==> src/rtl/pxu_pkg.sv <==
package pxu_pkg;
  parameter int unsigned PXU_VA_W   = 32;
  parameter int unsigned PXU_OFF_W  = 12;
  parameter int unsigned PXU_FRM_W  = 3;
  parameter int unsigned PXU_DEPTH  = 16;

  typedef enum logic [1:0] {
    XL_HIT   = 2'd0,
    XL_MISS  = 2'd1,
    XL_RANGE = 2'd2
  } xl_kind_e;
endpackage

==> src/rtl/pxu_table.sv <==
module pxu_table #(
  parameter int unsigned DEPTH = 16,
  parameter int unsigned FRM_W = 3,
  localparam int unsigned IDX_W = $clog2(DEPTH)
) (
  input  logic             clk_i,
  input  logic             rst_ni,
  input  logic             wr_en_i,
  input  logic [IDX_W-1:0] wr_idx_i,
  input  logic             wr_present_i,
  input  logic [FRM_W-1:0] wr_frame_i,
  input  logic [IDX_W-1:0] rd_idx_i,
  output logic             rd_present_o,
  output logic [FRM_W-1:0] rd_frame_o
);
  logic [DEPTH-1:0] present_q;
  logic [FRM_W-1:0] frame_q [DEPTH];

  for (genvar g = 0; g < DEPTH; g++) begin : g_ent
    logic hit;
    assign hit = wr_en_i && (wr_idx_i == IDX_W'(g));
    always_ff @(posedge clk_i or negedge rst_ni) begin
      if (!rst_ni) begin
        present_q[g] <= 1'b0;
        frame_q[g]   <= '0;
      end else if (hit) begin
        present_q[g] <= wr_present_i;
        frame_q[g]   <= wr_frame_i;
      end
    end
  end

  // read sees pre-write contents
  assign rd_present_o = present_q[rd_idx_i];
  assign rd_frame_o   = frame_q[rd_idx_i];
endmodule

==> src/rtl/pxu_lookup.sv <==
module pxu_lookup
  import pxu_pkg::*;
#(
  parameter int unsigned VA_W  = 32,
  parameter int unsigned OFF_W = 12,
  parameter int unsigned FRM_W = 3,
  parameter int unsigned DEPTH = 16,
  localparam int unsigned IDX_W = $clog2(DEPTH),
  localparam int unsigned VPN_W = VA_W - OFF_W,
  localparam int unsigned PA_W  = FRM_W + OFF_W
) (
  input  logic [VA_W-1:0]  vaddr_i,
  input  logic             ent_present_i,
  input  logic [FRM_W-1:0] ent_frame_i,
  output logic [IDX_W-1:0] idx_o,
  output logic [VPN_W-1:0] vpn_o,
  output xl_kind_e         kind_o,
  output logic [PA_W-1:0]  paddr_o
);
  logic [OFF_W-1:0] offset;
  logic             in_range;

  assign vpn_o    = vaddr_i[VA_W-1:OFF_W];
  assign offset   = vaddr_i[OFF_W-1:0];
  assign idx_o    = vpn_o[IDX_W-1:0];
  assign in_range = (vpn_o[VPN_W-1:IDX_W] == '0);

  always_comb begin
    if (!in_range)          kind_o = XL_RANGE;
    else if (!ent_present_i) kind_o = XL_MISS;
    else                    kind_o = XL_HIT;
  end

  assign paddr_o = (kind_o == XL_HIT) ? {ent_frame_i, offset} : '0;
endmodule

==> src/rtl/pxu_resp_reg.sv <==
module pxu_resp_reg
  import pxu_pkg::*;
#(
  parameter int unsigned PA_W  = 15,
  parameter int unsigned VPN_W = 20
) (
  input  logic             clk_i,
  input  logic             rst_ni,
  input  logic             req_valid_i,
  input  xl_kind_e         kind_i,
  input  logic [PA_W-1:0]  paddr_i,
  input  logic [VPN_W-1:0] vpn_i,
  output logic             rsp_valid_o,
  output logic             rsp_fault_o,
  output logic [PA_W-1:0]  rsp_paddr_o,
  output logic [VPN_W-1:0] fault_vpn_o
);
  logic fault_d;
  assign fault_d = req_valid_i && (kind_i != XL_HIT);

  always_ff @(posedge clk_i or negedge rst_ni) begin
    if (!rst_ni) begin
      rsp_valid_o <= 1'b0;
      rsp_fault_o <= 1'b0;
      rsp_paddr_o <= '0;
      fault_vpn_o <= '0;
    end else begin
      rsp_valid_o <= req_valid_i;
      rsp_fault_o <= fault_d;
      rsp_paddr_o <= req_valid_i ? paddr_i : '0;
      if (fault_d) fault_vpn_o <= vpn_i;
    end
  end
endmodule

==> src/rtl/page_xlate_unit.sv <==
module page_xlate_unit
  import pxu_pkg::*;
#(
  parameter int unsigned VA_W  = PXU_VA_W,
  parameter int unsigned OFF_W = PXU_OFF_W,
  parameter int unsigned FRM_W = PXU_FRM_W,
  parameter int unsigned DEPTH = PXU_DEPTH,
  localparam int unsigned IDX_W = $clog2(DEPTH),
  localparam int unsigned VPN_W = VA_W - OFF_W,
  localparam int unsigned PA_W  = FRM_W + OFF_W
) (
  input  logic             clk_i,
  input  logic             rst_ni,
  input  logic             req_valid_i,
  input  logic [VA_W-1:0]  req_vaddr_i,
  input  logic             wr_en_i,
  input  logic [IDX_W-1:0] wr_idx_i,
  input  logic             wr_present_i,
  input  logic [FRM_W-1:0] wr_frame_i,
  output logic             rsp_valid_o,
  output logic             rsp_fault_o,
  output logic [PA_W-1:0]  rsp_paddr_o,
  output logic [VPN_W-1:0] fault_vpn_o
);
  logic [IDX_W-1:0] rd_idx;
  logic             ent_present;
  logic [FRM_W-1:0] ent_frame;
  logic [VPN_W-1:0] vpn;
  xl_kind_e         kind;
  logic [PA_W-1:0]  paddr;

  pxu_table #(.DEPTH(DEPTH), .FRM_W(FRM_W)) u_table (
    .clk_i, .rst_ni, .wr_en_i, .wr_idx_i, .wr_present_i, .wr_frame_i,
    .rd_idx_i(rd_idx), .rd_present_o(ent_present), .rd_frame_o(ent_frame)
  );

  pxu_lookup #(.VA_W(VA_W), .OFF_W(OFF_W), .FRM_W(FRM_W), .DEPTH(DEPTH)) u_lookup (
    .vaddr_i(req_vaddr_i), .ent_present_i(ent_present), .ent_frame_i(ent_frame),
    .idx_o(rd_idx), .vpn_o(vpn), .kind_o(kind), .paddr_o(paddr)
  );

  pxu_resp_reg #(.PA_W(PA_W), .VPN_W(VPN_W)) u_resp (
    .clk_i, .rst_ni, .req_valid_i, .kind_i(kind), .paddr_i(paddr), .vpn_i(vpn),
    .rsp_valid_o, .rsp_fault_o, .rsp_paddr_o, .fault_vpn_o
  );
endmodule

==> config.mk <==
export PLATFORM = sky130hd
export DESIGN_NAME = page_xlate_unit
export DESIGN_NICKNAME = d
export VERILOG_FILES = /design/src/rtl/pxu_pkg.sv /design/src/rtl/pxu_table.sv /design/src/rtl/pxu_lookup.sv /design/src/rtl/pxu_resp_reg.sv /design/src/rtl/page_xlate_unit.sv
export SDC_FILE = /design/constraint.sdc
export NUM_CORES = 1
export LEC_CHECK = 0
export ABC_AREA = 1
export ABC_CLOCK_PERIOD_IN_PS = 1700
export BUFFER_PORTS_ARGS = -buffer_cell sky130_fd_sc_hd__buf_2
export CAP_MARGIN = 10
export CORE_MARGIN = 4
export CORE_UTILIZATION = 36
export DETAILED_ROUTE_END_ITERATION = 7
export SYNTH_ARGS = -nofsm -noshare
export SYNTH_HDL_FRONTEND = slang
export SYNTH_SLANG_ARGS = --single-unit
==> constraint.sdc <==
create_clock -name clk_i -period 1.7 [get_ports clk_i]
set_input_delay 0 -clock clk_i [delete_from_list [all_inputs] [get_ports clk_i]]
set_output_delay 0 -clock clk_i [all_outputs]
set_load 0.01 [all_outputs]
After elaboration in Yosys (flattened, before gate mapping)

Index checks and enable logic that the tools add are counted.

Flip-flop bits (word level): 101
Latch bits: 0
Bits in writable memories: 0
Memory bits (read-only): 0
Input port bits: 44
Output and inout bits: 37
Logic and storage cells: 84
Memories kept: 0

Add/sub/neg operators: 0
Multiply operators: 0
Div/mod/pow operators: 0
$lt $le $gt $ge: 2
Eq/ne operators: 15
Shift operators: 0
Muxes and demuxes: 9
Bitwise operators: 1
Reduce and logical (&&, ||, !) cells: 21

Operator list:

| cell                                                 | number |
|---|---|
| equality test 4 bit (second input constant)          | 8 |
| two-way mux 15 bit                                   | 2 |
| logical AND 1 bit                                    | 17 |
| equality test 4 x 3 -> 1 bit (second input constant) | 4 |
| zero test 16 bit                                     | 1 |
| binary-select mux 3 bit (select 4 bit)               | 1 |
| equality test 4 x 2 -> 1 bit (second input constant) | 2 |
| two-way mux 3 bit                                    | 2 |
| >= comparator 5 bit (second input constant)          | 1 |
| < comparator 4 x 5 -> 1 bit (second input constant)  | 1 |
| inverter 4 -> 5 bit                                  | 1 |
| binary-select mux 1 bit (select 4 bit)               | 1 |
| equality test 4 x 1 -> 1 bit (second input constant) | 1 |
| zero test 4 bit                                      | 1 |
| zero test 2 bit                                      | 1 |
| two-way mux 1 bit                                    | 2 |
| two-way mux 2 bit                                    | 1 |
| nonzero test 2 bit                                   | 1 |

Logic depth before layout (Yosys ltp)

Depth in word-level cells: 7
Depth in mapped cells: 13
Gate-level depth less buffers: 11

Hierarchy

From an unflattened synthesis, not the netlist that was laid out.

Cell total of the unflattened synthesis: 638
Area total of the unflattened synthesis: 4,951.0 um^2

By module, submodules not included:

| module       | times used | cells each | area each (um^2) | seq. area each (um^2) |
|---|---|---|---|---|
| pxu_table    | 1          | 426        | 3,129.3          | 1,601.5 |
| pxu_resp_reg | 1          | 140        | 1,405.1          | 925.9 |
| pxu_lookup   | 1          | 72         | 416.6            | 0.0 |

Worst setup path after synthesis

Ideal clock, no wire load.

Kind: reg2reg
Start point: register u_table.present_q[1]
End point: register u_resp.fault_vpn_o[15]
Library setup time: 0.117 ns
Data arrival time: 1.106 ns
Required time: 1.583 ns
Setup slack: 0.477 ns
Stages on the path, launching flop included: 12
Buffers on the path: 1
Clock period less this slack: 1.223 ns
Path through: dfrtp_1 -> inv_1 -> nand2_1 -> nand3_1 -> nand3_1 -> nand2_1 -> nand2_2 -> nand3_4 -> nand2_4 -> buf_8 -> nand2_2 -> nand2_1

Word-level cells in the longest chain between the ends: 6

RTL lines:

| element                                 | RTL line           | source |
|---|---|---|
| start, declared                         | pxu_table.sv:16    | `logic [DEPTH-1:0] present_q;` |
| start signal, assigned by index         | pxu_table.sv:27    | `present_q[g] <= wr_present_i;` |
| binary-select mux 1 bit (select 4 bit)  | pxu_table.sv:34    | `assign rd_present_o = present_q[rd_idx_i];` |
| two-way mux 1 bit (implied by the code) | pxu_table.sv:34    |  |
| two-way mux 1 bit                       | pxu_lookup.sv:30   | `else if (!ent_present_i) kind_o = XL_MISS;` |
| two-way mux 2 bit                       | pxu_lookup.sv:29   | `if (!in_range) kind_o = XL_RANGE;` |
| nonzero test 2 bit                      | pxu_resp_reg.sv:19 | `assign fault_d = req_valid_i && (kind_i != XL_HIT);` |
| logical AND 1 bit                       | pxu_resp_reg.sv:19 |  |
| end signal, assigned                    | pxu_resp_reg.sv:31 | `if (fault_d) fault_vpn_o <= vpn_i;` |
| end, declared                           | pxu_resp_reg.sv:16 | `output logic [VPN_W-1:0] fault_vpn_o` |

No other way between the ends. The select of a mux whose other input is x is not followed.
A chain may end at the register's enable or synchronous reset.

Worst setup path after layout

Start point: register u_table.present_q[2]
End point: register u_resp.fault_vpn_o[8]

Same word-level chain as after synthesis.

==> flow_summary.json <==
{
  "drc_errors": 0,
  "cp_max_fo": 21,
  "arrival_ps": 1750,
  "post_cts_buffers": 0,
  "die_x_um": 119,
  "fin_skew_ps": 7.32,
  "avgViaCountPerCell": 4.75,
  "rows": 40,
  "setup.worst_path.class": "reg2reg",
  "cts_tree": "built",
  "ys_ff_latch": 101,
  "dpl.hpwl_um": 7870,
  "worstMarginPinSlew_ps": 607,
  "dieArea_sq_um": 14200,
  "grt.busiest_layer": "met2",
  "cts_sinks": 101,
  "initial_core_util_pct": 36.8,
  "htreeDepth": 3,
  "setup_viol": 0,
  "die_h_um": 119,
  "yosysWarnings": 0,
  "synth_area_sq_um": 4440,
  "port_buffers": 80,
  "grt_pass1_vias": 3817,
  "layout-drive-gt1-share_pct": 19.4,
  "grt_overflow": 0,
  "io_pins": 81,
  "final_max_slew_viol_count": 0,
  "antenna_left": 0,
  "clockBufferDepth": 2,
  "antenna_found_initial": 0,
  "grt_use_met1_pct": 23.3,
  "first_iter_violations": 437,
  "routed_wirelength_um": 11400,
  "clk_pin_slew_ps": 70,
  "gp_congestion": 0.868,
  "max_slew_margin_pct": 59.5,
  "peakVddDrop_mv": 0.443,
  "ys_seq_area_share_pct": 56.9,
  "firstDrtPassIters": 5,
  "period_share_pct": 89.4,
  "nets": 689,
  "synth_fp_nets": 574,
  "end_kind": "flip-flop",
  "grt_first_pass_wirelength_um": 19300,
  "vias": 3884,
  "ys_types": 18,
  "hp-class": "in2reg",
  "dpl_cell_area_sq_um": 5050,
  "wire_per_inst_um": 14.0,
  "grtUsageTotal_pct": 16.9,
  "diodes": 0,
  "finalHoldViolations": 0,
  "numCtsBuffers": 9,
  "clk_latency_ps": 340,
  "p_per_area_nw_per_um2": 1030,
  "use_met3_pct": 3.51,
  "cap_violations": 0,
  "post-place-ws_ps": 202,
  "final.setup.worst_slack_ps": 181,
  "leakage_nw": 2.92,
  "final_cell_area_sq_um": 5630,
  "crit_required_ps": 1930,
  "syn_area_per_cell_sq_um": 8.38,
  "core_sq_um": 12100,
  "syn_inst": 530,
  "fillers": 1158,
  "cp-start-kind": "flip-flop",
  "rsz0062_at_grt": "false",
  "period_needed_ps": 1520,
  "status": "finished clean",
  "clockRootBuffer": "clkbuf_16",
  "area_delta_synth_final_pct": 26.8,
  "use_met2_pct": 26.4,
  "fmax_ghz": 0.658,
  "grt_max_degree": 51,
  "whs_ps": 12.1,
  "tns_ps": 0
}
power by group:
part           total, mW  internal [mW]  switching [mW]
clock network       1.92           1.01           0.906
logic              0.926          0.393           0.533
registers           2.96           2.76           0.204
state kept, by name, indices dropped and copies added (netlist names):
signal	flops
u_resp.fault_vpn_o	20
u_table.frame_q	48
u_resp.rsp_fault_o	1
u_table.present_q	16
u_resp.rsp_paddr_o	15
u_resp.rsp_valid_o	1
worst max-delay path, stage by stage, from the launching register on:
cell and delay, ps:
dfrtp_1 380, inv_1 60, nand2_1 50, nand3_1 140, nand3_1 90, nand2_1 90
nand2_2 90, nand3_4 140, nand2_4 180, nand2_1 120, nand2_1 60
cell families (layout without fill, tap and decap cells):
group | count (synthesis) | count (layout) | share of synthesized area [%]
buffers and inverters | 61 | 181 | 6.40
AND/OR/NAND/NOR | 304 | 304 | 29.5
AO/OA/AOI/OAI | 64 | 64 | 7.22
flip-flops | 101 | 101 | 56.9
layout make-up:
cell class,count,area (sq um),share of cell area [%]
Sequential cell,101,2530,44.9
Inverter,39,149,2.65
Clock buffer,11,233,4.14
Multi-Input combinational cell,368,1630,29.0
Tap cell,168,210,3.73
Timing Repair Buffer,126,836,14.9
Clock inverter,5,42.5,0.756
final timing paths:
check | start | to | slack (ps) | cells past startpoint
worst max-delay path | u_table.present_q[2]$_DFFE_PN0P_ | u_resp.fault_vpn_o[8]$_DFFE_PN0P_ | 180 | 10
worst max register to register | u_table.present_q[2]$_DFFE_PN0P_ | u_resp.fault_vpn_o[8]$_DFFE_PN0P_ | 180 | 10
max in group asynchronous | rst_ni | u_table.present_q[5]$_DFFE_PN0P_ | 920 | 3
worst min register to register | u_resp.fault_vpn_o[19]$_DFFE_PN0P_ | u_resp.fault_vpn_o[19]$_DFFE_PN0P_ | 470 | 2
worst min-delay path | req_valid_i | u_resp.rsp_valid_o$_DFF_PN0_ | 10 | 1
min in group asynchronous | rst_ni | u_resp.rsp_paddr_o[5]$_DFF_PN0_ | 120 | 2
layer usage:
metal / up-vias / share of wire [%]
met2: 144 / 44
li1: 1921 / -
met1: 1805 / 47
met3: 14 / 7.0
met5: - / 0
met4: 0 / 1.5
synthesized netlist by cell type, drive strengths merged:
master  number  area share, %
clkbuf       9           0.76
nand2      197             17
buf         13            2.3
dfrtp      101             57
nand4        3           0.76
nor3         4           0.45
nor2        27            2.3
nand3       73            8.5
inv         39            3.4
o21ai       64            7.2
placed cells by master, fill, tap and decap left out:
cell type	Yosys	layout
nand4_1	2	2
buf_12	0	1
inv_4	1	1
clkinvlp_4	0	1
dfrtp_1	101	101
clkbuf_16	0	9
buf_2	6	79
nand2_4	1	1
inv_1	38	38
nand3_1	72	72
inv_6	0	3
o21ai_0	64	64
dlygate4sd3_1	0	30
buf_4	3	16
nand4_4	1	1
nor2_1	27	26
nand2_1	185	185
clkbuf_1	9	2
nand3_4	1	1
nor3_1	4	4
nand2_2	11	11
nor2_2	0	1
clkinv_4	0	1
what timing repair did:
| item | 4_1_cts | 5_1_grt |
|---|---|---|
| hold buffers | 30 | 0 |
| endpoints found under the setup margin | 0 | 11 |
| endpoints found under the hold margin | 107 | 0 |
| gates resized for setup | 0 | 1 |
through the flow:
| stage | power (mW) | utilization (%) | cells |
|---|---|---|---|
| after floorplan | 3.52 | - | 530 |
| after global placement | 3.85 | 41.9 | 772 |
| after detailed placement | 3.88 | 41.9 | 772 |
| after CTS | 5.86 | 46.6 | 818 |
| after global routing | 6.16 | 46.7 | 818 |
| final | 5.81 | 46.7 | 818 |
No activity file was read; power rests on OpenSTA's default activity.
